`src/rtl/ecc_err_pkg.sv`:
```
package ecc_err_pkg;
  localparam int NUM_CLS = 2;
  localparam int CLS_CE  = 0;
  localparam int CLS_UE  = 1;
  // status/mask bit position of each class
  localparam int CE_BIT  = 6;
  localparam int UE_BIT  = 7;

  localparam logic [7:0] OFS_STAT   = 8'h04;
  localparam logic [7:0] OFS_MASK   = 8'h08;
  localparam logic [7:0] OFS_ENA    = 8'h0C;
  localparam logic [7:0] OFS_DIS    = 8'h10;
  localparam logic [7:0] OFS_CTRL   = 8'h14;
  localparam logic [7:0] OFS_CE_ADR = 8'h1C;
  localparam logic [7:0] OFS_CE_DLO = 8'h20;
  localparam logic [7:0] OFS_CE_DHI = 8'h24;
  localparam logic [7:0] OFS_UE_ADR = 8'h34;
  localparam logic [7:0] OFS_UE_DLO = 8'h38;
  localparam logic [7:0] OFS_UE_DHI = 8'h3C;

  function automatic logic [31:0] cls_to_word(input logic [NUM_CLS-1:0] v);
    logic [31:0] w;
    w = '0;
    w[CE_BIT] = v[CLS_CE];
    w[UE_BIT] = v[CLS_UE];
    return w;
  endfunction

  function automatic logic [NUM_CLS-1:0] word_to_cls(input logic [31:0] w);
    logic [NUM_CLS-1:0] v;
    v[CLS_CE] = w[CE_BIT];
    v[CLS_UE] = w[UE_BIT];
    return v;
  endfunction
endpackage

```
`src/rtl/ecc_capture.sv`:
```
module ecc_capture #(
  parameter int ADDR_W = 18,
  parameter int DATA_W = 64
) (
  input  logic              clk,
  input  logic              rst,
  input  logic              load,
  input  logic [ADDR_W-1:0] in_addr,
  input  logic [DATA_W-1:0] in_data,
  output logic [ADDR_W-1:0] cap_addr,
  output logic [DATA_W-1:0] cap_data
);
  always_ff @(posedge clk) begin
    if (rst) begin
      cap_addr <= '0;
      cap_data <= '0;
    end else if (load) begin
      cap_addr <= in_addr;
      cap_data <= in_data;
    end
  end
endmodule

```
`src/rtl/ecc_irq_ctrl.sv`:
```
module ecc_irq_ctrl #(
  parameter int NCLS = 2
) (
  input  logic            clk,
  input  logic            rst,
  input  logic [NCLS-1:0] evt,
  input  logic [NCLS-1:0] clr,
  input  logic [NCLS-1:0] unmask,
  input  logic [NCLS-1:0] domask,
  output logic [NCLS-1:0] stat_q,
  output logic [NCLS-1:0] mask_q,
  output logic            irq
);
  logic [NCLS-1:0] stat_d, mask_d;

  always_comb begin
    // set has priority over clear
    stat_d = (stat_q & ~clr) | evt;
    mask_d = (mask_q & ~unmask) | domask;
  end

  always_ff @(posedge clk) begin
    if (rst) begin
      stat_q <= '0;
      mask_q <= '1;
      irq    <= 1'b0;
    end else begin
      stat_q <= stat_d;
      mask_q <= mask_d;
      irq    <= |(stat_d & ~mask_d);
    end
  end
endmodule

```
`src/rtl/ecc_err_regs.sv`:
```
module ecc_err_regs
  import ecc_err_pkg::*;
#(
  parameter int   ADDR_W     = 18,
  parameter int   DATA_W     = 64,
  parameter logic ECC_EN_RST = 1'b1
) (
  input  logic              clk,
  input  logic              rst,
  input  logic              reg_wr,
  input  logic              reg_rd,
  input  logic [7:0]        reg_addr,
  input  logic [31:0]       reg_wdata,
  output logic [31:0]       reg_rdata,
  input  logic              ce_evt,
  input  logic [ADDR_W-1:0] ce_addr,
  input  logic [DATA_W-1:0] ce_data,
  input  logic              ue_evt,
  input  logic [ADDR_W-1:0] ue_addr,
  input  logic [DATA_W-1:0] ue_data,
  output logic              ecc_en,
  output logic              irq
);
  localparam int WIDE_W = (DATA_W > 64) ? DATA_W : 64;

  logic [NUM_CLS-1:0]             evt;
  logic [NUM_CLS-1:0]             stat_q, mask_q;
  logic [NUM_CLS-1:0]             w_clr, w_ena, w_dis;
  logic [NUM_CLS-1:0][ADDR_W-1:0] ev_addr, cap_addr;
  logic [NUM_CLS-1:0][DATA_W-1:0] ev_data, cap_data;
  logic [NUM_CLS-1:0][WIDE_W-1:0] cap_wide;
  logic [NUM_CLS-1:0]             wcls;
  logic [31:0]                    rd_mux;

  assign evt     = {ue_evt, ce_evt};
  assign ev_addr = {ue_addr, ce_addr};
  assign ev_data = {ue_data, ce_data};

  assign wcls  = word_to_cls(reg_wdata);
  assign w_clr = (reg_wr && reg_addr == OFS_STAT) ? wcls : '0;
  assign w_ena = (reg_wr && reg_addr == OFS_ENA)  ? wcls : '0;
  assign w_dis = (reg_wr && reg_addr == OFS_DIS)  ? wcls : '0;

  ecc_irq_ctrl #(.NCLS(NUM_CLS)) u_irq (
    .clk    (clk),
    .rst    (rst),
    .evt    (evt),
    .clr    (w_clr),
    .unmask (w_ena),
    .domask (w_dis),
    .stat_q (stat_q),
    .mask_q (mask_q),
    .irq    (irq)
  );

  for (genvar k = 0; k < NUM_CLS; k++) begin : g_cap
    ecc_capture #(.ADDR_W(ADDR_W), .DATA_W(DATA_W)) u_cap (
      .clk      (clk),
      .rst      (rst),
      .load     (evt[k] && !stat_q[k]),
      .in_addr  (ev_addr[k]),
      .in_data  (ev_data[k]),
      .cap_addr (cap_addr[k]),
      .cap_data (cap_data[k])
    );
    assign cap_wide[k] = WIDE_W'(cap_data[k]);
  end

  always_ff @(posedge clk) begin
    if (rst) ecc_en <= ECC_EN_RST;
    else if (reg_wr && reg_addr == OFS_CTRL) ecc_en <= reg_wdata[0];
  end

  always_comb begin
    unique case (reg_addr)
      OFS_STAT:   rd_mux = cls_to_word(stat_q);
      OFS_MASK:   rd_mux = cls_to_word(mask_q);
      OFS_CTRL:   rd_mux = {31'b0, ecc_en};
      OFS_CE_ADR: rd_mux = 32'(cap_addr[CLS_CE]);
      OFS_CE_DLO: rd_mux = cap_wide[CLS_CE][31:0];
      OFS_CE_DHI: rd_mux = cap_wide[CLS_CE][63:32];
      OFS_UE_ADR: rd_mux = 32'(cap_addr[CLS_UE]);
      OFS_UE_DLO: rd_mux = cap_wide[CLS_UE][31:0];
      OFS_UE_DHI: rd_mux = cap_wide[CLS_UE][63:32];
      default:    rd_mux = '0;
    endcase
  end

  always_ff @(posedge clk) begin
    if (rst) reg_rdata <= '0;
    else if (reg_rd) reg_rdata <= rd_mux;
  end
endmodule

```
`config.mk`:
```
export PLATFORM = sky130hd
export DESIGN_NAME = ecc_err_regs
export DESIGN_NICKNAME = d
export VERILOG_FILES = /design/src/rtl/ecc_err_pkg.sv /design/src/rtl/ecc_capture.sv /design/src/rtl/ecc_irq_ctrl.sv /design/src/rtl/ecc_err_regs.sv
export SDC_FILE = /design/constraint.sdc
export NUM_CORES = 1
export LEC_CHECK = 0
export BUFFER_PORTS_ARGS = -buffer_cell sky130_fd_sc_hd__buf_2
export CORE_ASPECT_RATIO = 1.5
export CORE_MARGIN = 4
export CORE_UTILIZATION = 56
export CTS_CLUSTER_SIZE = 14
export DETAILED_ROUTE_END_ITERATION = 12
export PLACE_DENSITY_LB_ADDON = 0.2
export SYNTH_ARGS = -nofsm -noshare
export SYNTH_HDL_FRONTEND = slang
export SYNTH_SLANG_ARGS = --single-unit
```
`constraint.sdc`:
```
create_clock -name clk -period 3.55 [get_ports clk]
set_input_delay 0.1775 -clock clk [delete_from_list [all_inputs] [get_ports clk]]
set_output_delay 0.1775 -clock clk [all_outputs]
set_load 0.005 [all_outputs]
```
=== Yosys cells after proc, flatten, opt, wreduce, memory -nomap -nowiden ===
Cells that the tools add are included.

* Add/sub/neg operators: 0
* Multiply operators: 0
* Div/mod/pow operators: 0
* Magnitude comparators: 0
* Equality and inequality tests: 11
* Shift operators: 0
* Mux-type cells: 4
* Bitwise logic cells: 8
* Reductions and logical operators: 9

{| class="wikitable"
|+ Operators with widths
! cell !! number
|-
| $pmux W32 S9 || 1
|-
| $eq A8 B6 Y1 const B || 5
|-
| $eq A8 B5 Y1 const B || 3
|-
| $eq A8 B4 Y1 const B || 2
|-
| $eq A8 B3 Y1 const B || 1
|-
| $and A2 B2 Y2 || 3
|-
| $logic_and A1 B1 Y1 || 6
|-
| $mux W2 || 3
|-
| $not A2 Y2 || 3
|-
| $or A2 B2 Y2 || 2
|-
| $logic_not A1 Y1 || 2
|-
| $reduce_or A2 Y1 || 1
|}

* Register bits after elaboration: 202
* Bits in latches: 0
* Memory bits (writable): 0
* ROM bits: 0
* Memories: 0

=== Depth between registers and ports, before layout ===
* Word-level depth: 9
* Mapped depth: 9
* Gate-level depth less buffers: 5

=== Modules after synthesis ===
A second synthesis with hierarchy kept.

* Cells, all modules: 866
* Area, all modules: 8811.0 um^2

{| class="wikitable"
|+ By module, submodules not included
! module !! times used !! cells each !! area an instance (um^2) !! seq. area each (um^2)
|-
| ecc_capture || 2 || 264 || 2985.4 || 1641.6
|-
| ecc_err_regs || 1 || 320 || 2671.3 || 660.6
|-
| ecc_irq_ctrl || 1 || 18 || 168.9 || 100.1
|}

=== Worst setup path before layout ===
Ideal clock, no wire load.

* Path kind: input-to-reg
* From: in reg_addr[3]
* To: reg reg_rdata[27]
* Library setup time: 0.124 ns
* Arrival: 1.396 ns
* Required time: 3.426 ns
* Setup slack: 2.031 ns
* Cell stages on the path: 8
* Buffers on the path: 4
* Path through: buf_4 -> nor4bb_1 -> buf_2 -> and2_1 -> buf_2 -> buf_2 -> a221oi_1 -> o21ai_1

* Cells in the longest elaborated chain, start to end: 2
* Elaborated cells on any way between the ends: 10

{| class="wikitable"
|+ RTL lines
! what !! RTL line !! text
|-
| start, declared || ecc_err_regs.sv:12 || <nowiki>input logic [7:0] reg_addr,</nowiki>
|-
| $eq A8 B6 Y1, or another cell as far along || ecc_err_regs.sv:75 || <nowiki>unique case (reg_addr)</nowiki>
|-
| $pmux W32 S9 * || ecc_err_regs.sv:75 ||
|-
| end signal, assigned || ecc_err_regs.sv:91 || <nowiki>else if (reg_rd) reg_rdata <= rd_mux;</nowiki>
|-
| end, declared || ecc_err_regs.sv:14 || <nowiki>output logic [31:0] reg_rdata,</nowiki>
|}

Every way passes the cells marked *; elsewhere a longest branch is shown, timed or not.
A chain may end at the register's enable or synchronous reset.

=== Worst setup path after layout ===
* From: in reg_addr[2]
* To: reg reg_rdata[1]

Same word-level chain as after synthesis.

==> results.md <==
* DIE AREA at between 0.015 and 0.02 mm2
* First-pass GRT wire length at roughly 47,000 um
* FP Rows at 54
* Seq cells post-synth at 202
* Final core occ at 80.41%
* Most instantiated cells after synthesis: nand2_1, dfxtp_1, a21oi_1
* Vias at ~9,100
* Pint at around 3.9 mW
* Synth cell types at 49
* Top-count cell post-synth: nand2_1
* Clock power share at between 30% and 40%
* Number of synthesized flops with an enable pin at 0
* Synthesized net count at 1,250
* DRT Pass-1 Iters at 6
* Setup-failing EPs final at 0
* Area leader, netlist: dfxtp_1
* Wirelength, routed at roughly 30,000 um
* Total GRT Usage at 35.02%
* Net load switching power at about 1.3 mW
* Seq pwr share at between 40% and 50%
* Core area at 0.01453 mm2
* Data arrival, critical path at 2.40 ns
* Slew HR at a little under a third
* Clk Latency, worst-skew pair at around 0.48 ns
* Status: completed
* Share of layout cells above drive strength 1 at around 20%
* H-tree lvl count at 1
* Crit Path Class: in -> reg
* CP Capture Type: flip-flop
* Least-Margin Pin Slew at ~1.0 ns
* Iter 0 DRT Violations at ~750
* CTS Sinks at 202
* Predominant post-synthesis flop cell: dfxtp_1
* # Max-Cap Violations at 0
* Final Cycle Share at 56.43%
* Min-delay worst type: in -> reg
* Post-route ant nets at 0
* Cells after Synth at 1,040
* DIE HEIGHT at 156.8 um
* Syn Area/Cell at approximately 8.0 um2
* Root buf cell: clkbuf_16
* Cell Pwr Density at 438.0 mW/mm2
* GPL Wtd Cong at between 0.8 and 0.9
* Area of the mapped netlist at around 0.0083 mm2
* Via density at around 5.8
* TritonCTS clock tree: built
* Sequential share of the synthesized area at 48.90%
* Peak VDD IR at between 400 and 500 uV
* Post-DP HPWL at between 15,000 and 20,000 um
* Sw Share at ~25%
* P&R area growth vs syn at 41.26%
* Setup TNS at 0 ns
* Synth warn at 0
* Vias in the first global route at ~9,000
* # nets final at 1,579
* RSZ-0062 raised after global routing: false
* Initial core utilization at approximately 57%
* Yosys top cell area share at between 40% and 50%
* Die outline width at ~110 um
* Final-report max-slew violation count at 0
* Final Skew at just over 0.007 ns
* Avg WL per Cell at ~19 um
* IO Count at 244
* Tmin final at ~2 ns
* Crit path required time at a little under 4 ns
* FMAX at 499.2 MHz
* DRC viols at 0
* Largest net degree at the start of global routing at 128
* Setup bufs post-CTS at 0
* Synth top area cells: dfxtp_1, nand2_1, a21oi_1
* Clock transition at path regs at about 0.070 ns
* Max Buffers Root-to-Sink at 3
* Critical path launch point type: primary input
* Largest fanout on the critical path at 22
* Leakage at ~4.7 nW
* FFs w/ async S/R, synth at 0%
* Initial antenna violation count at 3
* Comb power frac at approximately an eighth
* Total Power at 5.117 mW
* Port Buf Inserts at about 210
* Fin. Hold Viols at 0
* Remaining Overflow, GRT at 0
* TritonCTS Buffers at 19
[state kept, by name (all words and copies together), names as in the netlist]
| register | count |
|---|---|
| g_cap.u_cap.cap_data | 128 |
| ecc_en | 1 |
| u_irq.irq | 1 |
| u_irq.stat_q | 2 |
| g_cap.u_cap.cap_addr | 36 |
| u_irq.mask_q | 2 |
| reg_rdata | 32 |
[path summary, 6_finish.rpt]
check	from	to	slack, ns	cells past startpoint
worst max register to register	u_irq.stat_q[0]	g_cap[0].u_cap.cap_data[32]	1.69	4
worst max-delay path	reg_addr[2]	reg_rdata[1]	1.55	7
worst min-delay path	reg_wdata[6]	u_irq.mask_q[0]	0.03	3
worst min register to register	g_cap[0].u_cap.cap_data[22]	g_cap[0].u_cap.cap_data[22]	0.45	2
[worst max-delay path, stage by stage]
cell,delay [ns]
buf_2,0.41
nor4bb_2,0.36
buf_4,0.23
and2_1,0.60
a22o_1,0.26
a22oi_1,0.09
a211oi_1,0.25
[power by group through the flow]
stage	clock, mW	sequential, mW	combinational [mW]
after floorplan	0	2.46	0.276
after global placement	0	2.48	0.459
after detailed placement	0	2.48	0.468
after CTS	2.04	2.43	0.610
after global routing	2.11	2.45	0.694
final	2.04	2.44	0.643
[per-layer routing]
| layer | part of all wire (%) | global-route usage, % | up-vias |
|---|---|---|---|
| met5 | 0 | 0 | - |
| met3 | 7.6 | 4.829 | 127 |
| met1 | 37 | 41.21 | 4296 |
| met2 | 49 | 61.09 | 482 |
| met4 | 5.8 | 19.13 | 0 |
| li1 | - | - | 4226 |
[cells in the final DEF (no fill, tap or decap), drive strengths merged, types with 14 or more instances in the layout]
cell type      n
nand2        349
buf          227
dfxtp        202
a21oi        175
dlygate4sd3  165
a22oi         40
clkbuf        28
a22o          27
nor2          21
o22ai         14
nor2b         14
o21ai         14
[kinds of logic after synthesis]
group	count (synthesis)	synth area share (%)
AO/OA/AOI/OAI	305	22.47
buffers and inverters	86	4.312
AND/OR/NAND/NOR	432	22.32
flip-flops	202	48.90
multiplexers	15	1.997
[area by class of cell]
class / instances / area, um2
Multi-Input combinational cell: 752 / 3916
Clock inverter: 2 / 35.03
Tap cell: 196 / 245.2
Clock buffer: 28 / 569.3
Inverter: 2 / 7.507
Antenna cell: 5 / 12.51
Fill cell: 929 / 2845
Timing Repair Buffer: 392 / 2851
Sequential cell: 202 / 4044
[per-stage QoR]
stage | worst slack, ns | hold slack (ns) | cell area [um2] | std cells
3_5_place_dp | 1.089 | 0.4026 | 9413 | 1379
4_1_cts | 1.589 | 0.01419 | 11670 | 1574
2_1_floorplan | 2.031 | 0.3055 | 8269 | 1040
5_1_grt | 1.358 | 0.05099 | 11680 | 1577
3_3_place_gp | 1.138 | 0.3916 | 9413 | 1379
6_report | 1.547 | 0.03436 | 11680 | 1579
[timing repair]
item | in CTS | in global routing
resized for setup | 0 | 0
endpoints found under the hold margin | 165 | 0
hold buffers | 165 | 0
No activity file was read; power rests on OpenSTA's default activity.
